==> src/rtl/uref_pkg.sv <==
package urefPkg;
  typedef struct packed {
    logic issue;       // a refresh command goes out this cycle
    logic clearBurst;  // request low: restart the consecutive count
  } refStrobe_t;
endpackage

==> src/rtl/uref_datapath.sv <==
module urefDatapath
  import urefPkg::*;
#(
  parameter int NUM_RANKS      = 4,
  parameter int REFRESH_CYCLES = 64,
  parameter int MAX_BURST      = 9
) (
  input  logic                 clk,
  input  logic                 rst_n,
  input  refStrobe_t           strobe,
  input  logic [NUM_RANKS-1:0] issueMask,
  output logic [NUM_RANKS-1:0] busyMask,
  output logic                 coolActive
);
  localparam int TIMER_W = $clog2(REFRESH_CYCLES + 1);
  localparam int BURST_W = $clog2(MAX_BURST + 1);
  localparam logic [TIMER_W-1:0] RELOAD   = TIMER_W'(REFRESH_CYCLES - 1);
  localparam logic [BURST_W-1:0] LAST_CNT = BURST_W'(MAX_BURST - 1);

  // per-rank refresh cycle-time counters
  for (genvar g = 0; g < NUM_RANKS; g++) begin : gRankTimer
    logic [TIMER_W-1:0] remain;
    always_ff @(posedge clk) begin
      if (!rst_n)                          remain <= '0;
      else if (strobe.issue && issueMask[g]) remain <= RELOAD;
      else if (remain != '0)               remain <= remain - 1'b1;
    end
    assign busyMask[g] = (remain != '0);
  end

  // consecutive refresh counter and release slot
  logic [BURST_W-1:0] burstCnt;
  logic               lastOfBurst;
  assign lastOfBurst = (burstCnt == LAST_CNT);

  always_ff @(posedge clk) begin
    if (!rst_n)                burstCnt <= '0;
    else if (strobe.clearBurst) burstCnt <= '0;
    else if (strobe.issue)     burstCnt <= lastOfBurst ? '0 : burstCnt + 1'b1;
  end

  always_ff @(posedge clk) begin
    if (!rst_n) coolActive <= 1'b0;
    else        coolActive <= strobe.issue && lastOfBurst && !strobe.clearBurst;
  end
endmodule

==> src/rtl/uref_control.sv <==
module urefControl
  import urefPkg::*;
#(
  parameter int NUM_RANKS = 4
) (
  input  logic                 refReq,
  input  logic [NUM_RANKS-1:0] refRankSel,
  input  logic [NUM_RANKS-1:0] rankInSelfRef,
  input  logic                 queueNotEmpty,
  input  logic [NUM_RANKS-1:0] busyMask,
  input  logic                 coolActive,
  output refStrobe_t           strobe,
  output logic [NUM_RANKS-1:0] cmdMask,
  output logic                 stallOut
);
  logic [NUM_RANKS-1:0] target;
  logic pending;
  logic ranksReady;

  always_comb begin
    target     = refRankSel & ~rankInSelfRef;
    pending    = refReq && (target != '0) && !coolActive;
    ranksReady = ((target & busyMask) == '0);
    strobe.issue      = pending && ranksReady;
    strobe.clearBurst = !refReq;
    cmdMask  = strobe.issue ? target : '0;
    stallOut = pending && queueNotEmpty;
  end
endmodule

==> src/rtl/usr_refresh_arb.sv <==
module usr_refresh_arb
  import urefPkg::*;
#(
  parameter int NUM_RANKS      = 4,
  parameter int REFRESH_CYCLES = 64,
  parameter int MAX_BURST      = 9
) (
  input  logic                 clk,
  input  logic                 rst_n,
  input  logic                 refReq,
  input  logic [NUM_RANKS-1:0] refRankSel,
  input  logic                 queueNotEmpty,
  input  logic [NUM_RANKS-1:0] rankInSelfRef,
  output logic                 refCmdValid,
  output logic [NUM_RANKS-1:0] refCmdRanks,
  output logic                 queueStall,
  output logic                 refAck
);
  refStrobe_t           strobe;
  logic [NUM_RANKS-1:0] busyMask;
  logic                 coolActive;

  urefControl #(.NUM_RANKS(NUM_RANKS)) uCtrl (
    .refReq        (refReq),
    .refRankSel    (refRankSel),
    .rankInSelfRef (rankInSelfRef),
    .queueNotEmpty (queueNotEmpty),
    .busyMask      (busyMask),
    .coolActive    (coolActive),
    .strobe        (strobe),
    .cmdMask       (refCmdRanks),
    .stallOut      (queueStall)
  );

  urefDatapath #(
    .NUM_RANKS      (NUM_RANKS),
    .REFRESH_CYCLES (REFRESH_CYCLES),
    .MAX_BURST      (MAX_BURST)
  ) uData (
    .clk        (clk),
    .rst_n      (rst_n),
    .strobe     (strobe),
    .issueMask  (refCmdRanks),
    .busyMask   (busyMask),
    .coolActive (coolActive)
  );

  assign refCmdValid = strobe.issue;
  assign refAck      = strobe.issue;
endmodule

==> config.mk <==
export PLATFORM = sky130hd
export DESIGN_NAME = usr_refresh_arb
export DESIGN_NICKNAME = d
export VERILOG_FILES = /design/src/rtl/uref_pkg.sv /design/src/rtl/uref_datapath.sv /design/src/rtl/uref_control.sv /design/src/rtl/usr_refresh_arb.sv
export SDC_FILE = /design/constraint.sdc
export NUM_CORES = 1
export LEC_CHECK = 0
export ABC_AREA = 1
export BUFFER_PORTS_ARGS = -buffer_cell sky130_fd_sc_hd__clkbuf_2
export CORE_ASPECT_RATIO = 1.1
export CORE_UTILIZATION = 55
export DETAILED_ROUTE_END_ITERATION = 8
export PLACE_DENSITY_LB_ADDON = 0.05
export REMOVE_ABC_BUFFERS = 1
export SYNTH_ARGS = -nofsm -noshare
export SYNTH_HDL_FRONTEND = slang
export SYNTH_SLANG_ARGS = --single-unit
==> constraint.sdc <==
create_clock -name clk -period 1.85 [get_ports clk]
set_input_delay 0.185 -clock clk [delete_from_list [all_inputs] [get_ports clk]]
set_output_delay 0.185 -clock clk [all_outputs]
set_load 0.01 [all_outputs]
## Word level (Yosys, flattened, before mapping)

Index checks and enable logic that the tools add are counted.

| storage, ports and cells | value |
|---|---|
| register bits after elaboration | 33 |
| input port bits | 12 |
| output and inout port bits | 7 |
| word-level logic and storage cells | 56 |

| cells by class | value |
|---|---|
| add/subtract/negate cells | 5 |
| equal/unequal tests | 1 |
| muxes and demuxes | 10 |
| bitwise operators | 4 |
| reduce and logical (&&, ||, !) cells | 26 |

Operator list:

| operator | number |
|---|---|
| $mux 6 | 8 |
| $reduce_bool 7->1 | 4 |
| $sub 7x1->7 const B | 4 |
| $logic_and 1x1->1 | 10 |
| $and 4x4->4 | 2 |
| $mux 4 | 2 |
| $reduce_bool 2->1 | 4 |
| $reduce_or 2->1 | 4 |
| $add 4x1->4 const B | 1 |
| $eq 4x4->1 const B | 1 |
| $logic_not 4->1 | 1 |
| $not 4->4 | 1 |
| $reduce_bool 4->1 | 1 |
| $reduce_and 2->1 | 1 |
| $logic_not 1->1 | 1 |
| $not 1->1 | 1 |

## Depth between registers and ports, before layout

| depth | value |
|---|---|
| depth in word-level cells | 9 |
| mapped depth | 11 |
| depth with buffers taken out | 11 |

## Cells and area by module

A second synthesis with hierarchy kept.

| second synthesis, totals | value |
|---|---|
| cell total of the unflattened synthesis | 302 |
| area total of the unflattened synthesis | 2117.0 µm² |

Modules (own cells, without submodules):

| module | times used | cells each | area each (µm²) | seq. area each (µm²) |
|---|---|---|---|---|
| urefDatapath | 1 | 273 | 1955.6 | 660.6 |
| urefControl | 1 | 28 | 153.9 | 0.0 |
| usr_refresh_arb | 1 | 1 | 7.5 | 0.0 |

## Least setup slack after synthesis

OpenSTA, ideal clock, no wires.

| timing | value |
|---|---|
| kind | register -> output |
| start | reg uData.gRankTimer[2].remain[0] |
| end | out refCmdValid |
| arrival time | 1.526 ns |
| data required time | 1.665 ns |
| path slack | 0.139 ns |
| stages on the path, launching flop included | 12 |
| path buffers | 1 |
| cell sequence | dfxtp_1 > inv_1 > ha_1 > inv_1 > nor2_2 > nand3_4 > nand2_2 > inv_2 > nor2_8 > nand3_2 > inv_1 > buf_4 |

| on the way | value |
|---|---|
| cells in the longest elaborated chain, start to end | 4 |

Ends and longest elaborated chain:

| element | line | text |
|---|---|---|
| start: declaration | uref_datapath.sv:22 | `logic [TIMER_W-1:0] remain;` |
| start signal: assignment | uref_datapath.sv:26 | `else if (remain != '0) remain <= remain - 1'b1;` |
| $reduce_bool 7->1 | uref_datapath.sv:28 | `assign busyMask[g] = (remain != '0);` |
| $and 4x4->4 | uref_control.sv:23 | `ranksReady = ((target & busyMask) == '0);` |
| $logic_not 4->1 | uref_control.sv:23 |  |
| $logic_and 1x1->1 | uref_control.sv:24 | `strobe.issue = pending && ranksReady;` |
| end: declaration | usr_refresh_arb.sv:14 | `output logic refCmdValid,` |

No other way between the ends.

## Worst setup path after layout

| timing | value |
|---|---|
| start | reg uData.gRankTimer[2].remain[1] |
| end | out refCmdRanks[2] |

| on the way | value |
|---|---|
| cells in the longest elaborated chain, start to end | 5 |

Ends and longest elaborated chain:

| element | line | text |
|---|---|---|
| $reduce_bool 7->1 | uref_datapath.sv:28 |  |
| $and 4x4->4 | uref_control.sv:23 |  |
| $logic_not 4->1 | uref_control.sv:23 |  |
| $logic_and 1x1->1 | uref_control.sv:24 |  |
| $mux 4 | uref_control.sv:26 | `cmdMask = strobe.issue ? target : '0;` |
| end: declaration | usr_refresh_arb.sv:15 | `output logic [NUM_RANKS-1:0] refCmdRanks,` |

No other way between the ends.

==> metrics.txt <==
outcome finished with violations; failing checks negative setup slack; NumNets Final 332; peak supply drop ~0.94 mV; asr flop ratio synth 0%; Setup CP Type reg2out; Synth Flop Type dfxtp_1; Num CTS Buffers 5; Global Route Usage Sum about 22%; PortBufs 18; CP Data Required Time between 1.5 and 2 ns; largest net degree at the start of global routing 19; DRT antenna net count 0; total power around 0.0040 W; synth top area cells dfxtp_1 (33%), inv_1 (7.6%), xor2_1 (6.9%); fillcell total roughly 290; area of the die 0.00393 mm2; Yosys top cell area share between 30% and 40%; crit-path max cell delay about 0.34 ns; gpl congestion just over 0.8; final worst path period need about 1.9 ns; Vias/cell about 5; Top delay family on crit path simple AND/OR/NAND/NOR gates; final worst slack -0.0177 ns; Yosys reg bits 33; TritonCTS clock tree done; synthesis-to-finish area growth 26.0%; Congestion Overflow GR 0; achievable frequency between 0.5 and 0.6 GHz; Netlist Area Pre-Place ~0.0020 mm2; Final setup viols 2; total detailed-routing wirelength slightly below 4 mm; crit path max fanout 4; final hold slack between 0.1 and 0.15 ns; Layout Skew between 0.01 and 0.015 ns; drt initial violations between 100 and 150; worst path cell trace inv_2 > ha_4 > inv_2 > nor2_4 > nand3_4 > nand2_2 > inv_2 > nor2_8 > nand4_1 > inv_1 > buf_2; pwr/cell area 1550 mW/mm2; Clk Latency, worst-skew pair ~0.33 ns; syn_area_per_cell about 7.8 um2; Final Max Slew Viols 0; Post-synth EDFFs 0; CTS root buffer clkbuf_4; Top Ports 19; Cell Rows 22; DP Worst Slack approximately 0.065 ns; Starting Density between 50% and 60%; cell repeated most along the worst path inv_2; clock tree buffer depth 2; Critical Path AT around 1.7 ns; Max transition margin 61.8%; CTS H-tree lvls 2; Startpoint Class flip-flop; Die X between 50 and 60 um; first-pass GRT wire length 6.69 mm; Core Box Area roughly 0.0034 mm2; WP buf/inv 5; post-synthesis cell type count 32; total iterations of the first detailed-routing run 4; final instance area 0.00255 mm2; sequential-to-total area share from yosys stat between 30% and 40%; Fin. Hold Viols 0; worst reg2reg setup slack 0 ns; initial antenna violation count 0; Ant. Diodes 0; Die Ht approximately 66 um; max-cap violation count 0; hold_sp rst_n; clk sink count 33; vias in the first global route roughly 1700; CP startpoint uData.gRankTimer[2].remain[1]$_SDFFE_PN0P_; fraction of layout cells with a size suffix above 1 around two fifths; Critical Path End Type output pin; post-synth top area cell dfxtp_1; HP Class in2reg; clock-pin slew on the worst setup and hold paths 0.10 ns; detailed-route DRC error count 0; Crit Reg-Reg Startpoint uData.gRankTimer[2].remain[1]$_SDFFE_PN0P_; via count roughly 1800; wire length per cell 11.1 um; Worst path slowest cell dfxtp_2; yosys synthesis warning count 0; number of hold buffers added after CTS 0; placed wire-length estimate 2.65 mm; Worst-Margin Slew roughly 0.57 ns; placed cell area 0.00220 mm2; Pleak between 1 and 1.5 nW; Syn Inst Count between 200 and 300; RSZ-0062 raised after global routing true; fin crit share 101%
## cell usage after synthesis, types with 3 or more instances
cell type  instances
nand2_1           33
nand3_1           14
inv_1             41
nor3_1             4
nor2_4             4
nor2_1            24
nor2_2             6
ha_1              10
nand3_4            7
a21oi_1           27
o21ai_0            9
a21oi_2            6
dfxtp_1           33
nand2_2            3
xor2_1            16
## metrics by stage
| stage | setup TNS (ns) | instances | utilization (%) |
|---|---|---|---|
| floorplan | 0 | 255 | - |
| global placement | 0 | 326 | 64.4 |
| detailed placement | 0 | 326 | 64.4 |
| CTS | -0.0490 | 356 | 72.7 |
| global route | -0.954 | 359 | 74.7 |
| finish | -0.0267 | 359 | 74.7 |
## layout make-up
| type | count | area, um2 | share of cell area (%) |
|---|---|---|---|
| well taps | 48 | 60.1 | 2.36 |
| inverters | 44 | 165 | 6.48 |
| multi-input cells | 178 | 1290 | 50.6 |
| repair buffers | 48 | 315 | 12.4 |
| clock buffers | 6 | 41.3 | 1.62 |
| flip-flops and latches | 33 | 667 | 26.2 |
| clock inverters | 2 | 10.0 | 0.393 |
## metal layers
metal | global-route usage, % | vias to the layer above | part of all wire (%)
li1 | - | 928 | -
met1 | 24.7 | 809 | 44
met2 | 40.3 | 25 | 51
met3 | 5.71 | 6 | 2.6
met4 | 9.01 | 0 | 1.5
met5 | 0 | - | 0
## tightest hold or removal path: stages
cell      delay (ns)
clkbuf_2        0.11
o211ai_1        0.09
a21oi_1         0.04
## flip-flops by register name, indices dropped and copies added, names as in the netlist
| name | cells |
|---|---|
| uData.burstCnt | 4 |
| uData.gRankTimer.remain | 28 |
| uData.coolActive | 1 |
## path summary, 6_finish.rpt
check / end / cells past startpoint
worst max-delay path: refCmdRanks[2] / 11
worst min-delay path: uData.gRankTimer[2].remain[6]$_SDFFE_PP0P_ / 3
worst max register to register: uData.burstCnt[3]$_SDFFE_PN0N_ / 16
worst min register to register: uData.gRankTimer[1].remain[6]$_SDFFE_PP0P_ / 2
## cell usage in the layout, fill, tap and decap left out, drive strengths merged
cell / Yosys / layout
clkbuf: 1 / 20
nor3: 5 / 5
nor2: 36 / 36
ha: 10 / 10
clkinv: 1 / 3
xnor2: 1 / 1
a31oi: 1 / 1
or2: 1 / 1
nor3b: 1 / 1
o21ai: 10 / 10
dfxtp: 33 / 33
a21oi: 33 / 33
nand3: 23 / 23
xor2: 16 / 16
buf: 2 / 34
nand2: 38 / 38
inv: 43 / 43
nand4: 1 / 1
o211ai: 1 / 1
nor4: 1 / 1
## logic make-up after synthesis
| kind of cell | count (synthesis) | share of synthesized area (%) |
|---|---|---|
| DFF | 33 | 32.6 |
| adders and majority gates | 10 | 6.18 |
| AOI/OAI and AO/OA | 45 | 13.0 |
| and+or+nand+nor | 106 | 32.0 |
| xor gates and xnor gates | 17 | 7.35 |
| buffers and inverters | 47 | 8.90 |
## power breakdown
group,internal [W],total [W],switching (W),leakage (nW)
Combinational,0.00109,0.00238,0.00129,0.909
Clock,0.000145,0.000385,0.000241,0.0320
Sequential,0.000969,0.00120,0.000228,0.274
## repair_timing
action | CTS | global route
endpoints found under the setup margin | 6 | 10
pin swaps | 9 | 9
setup buffers | 22 | 3
resized for setup | 27 | 17
No activity file was read; power rests on OpenSTA's default activity.
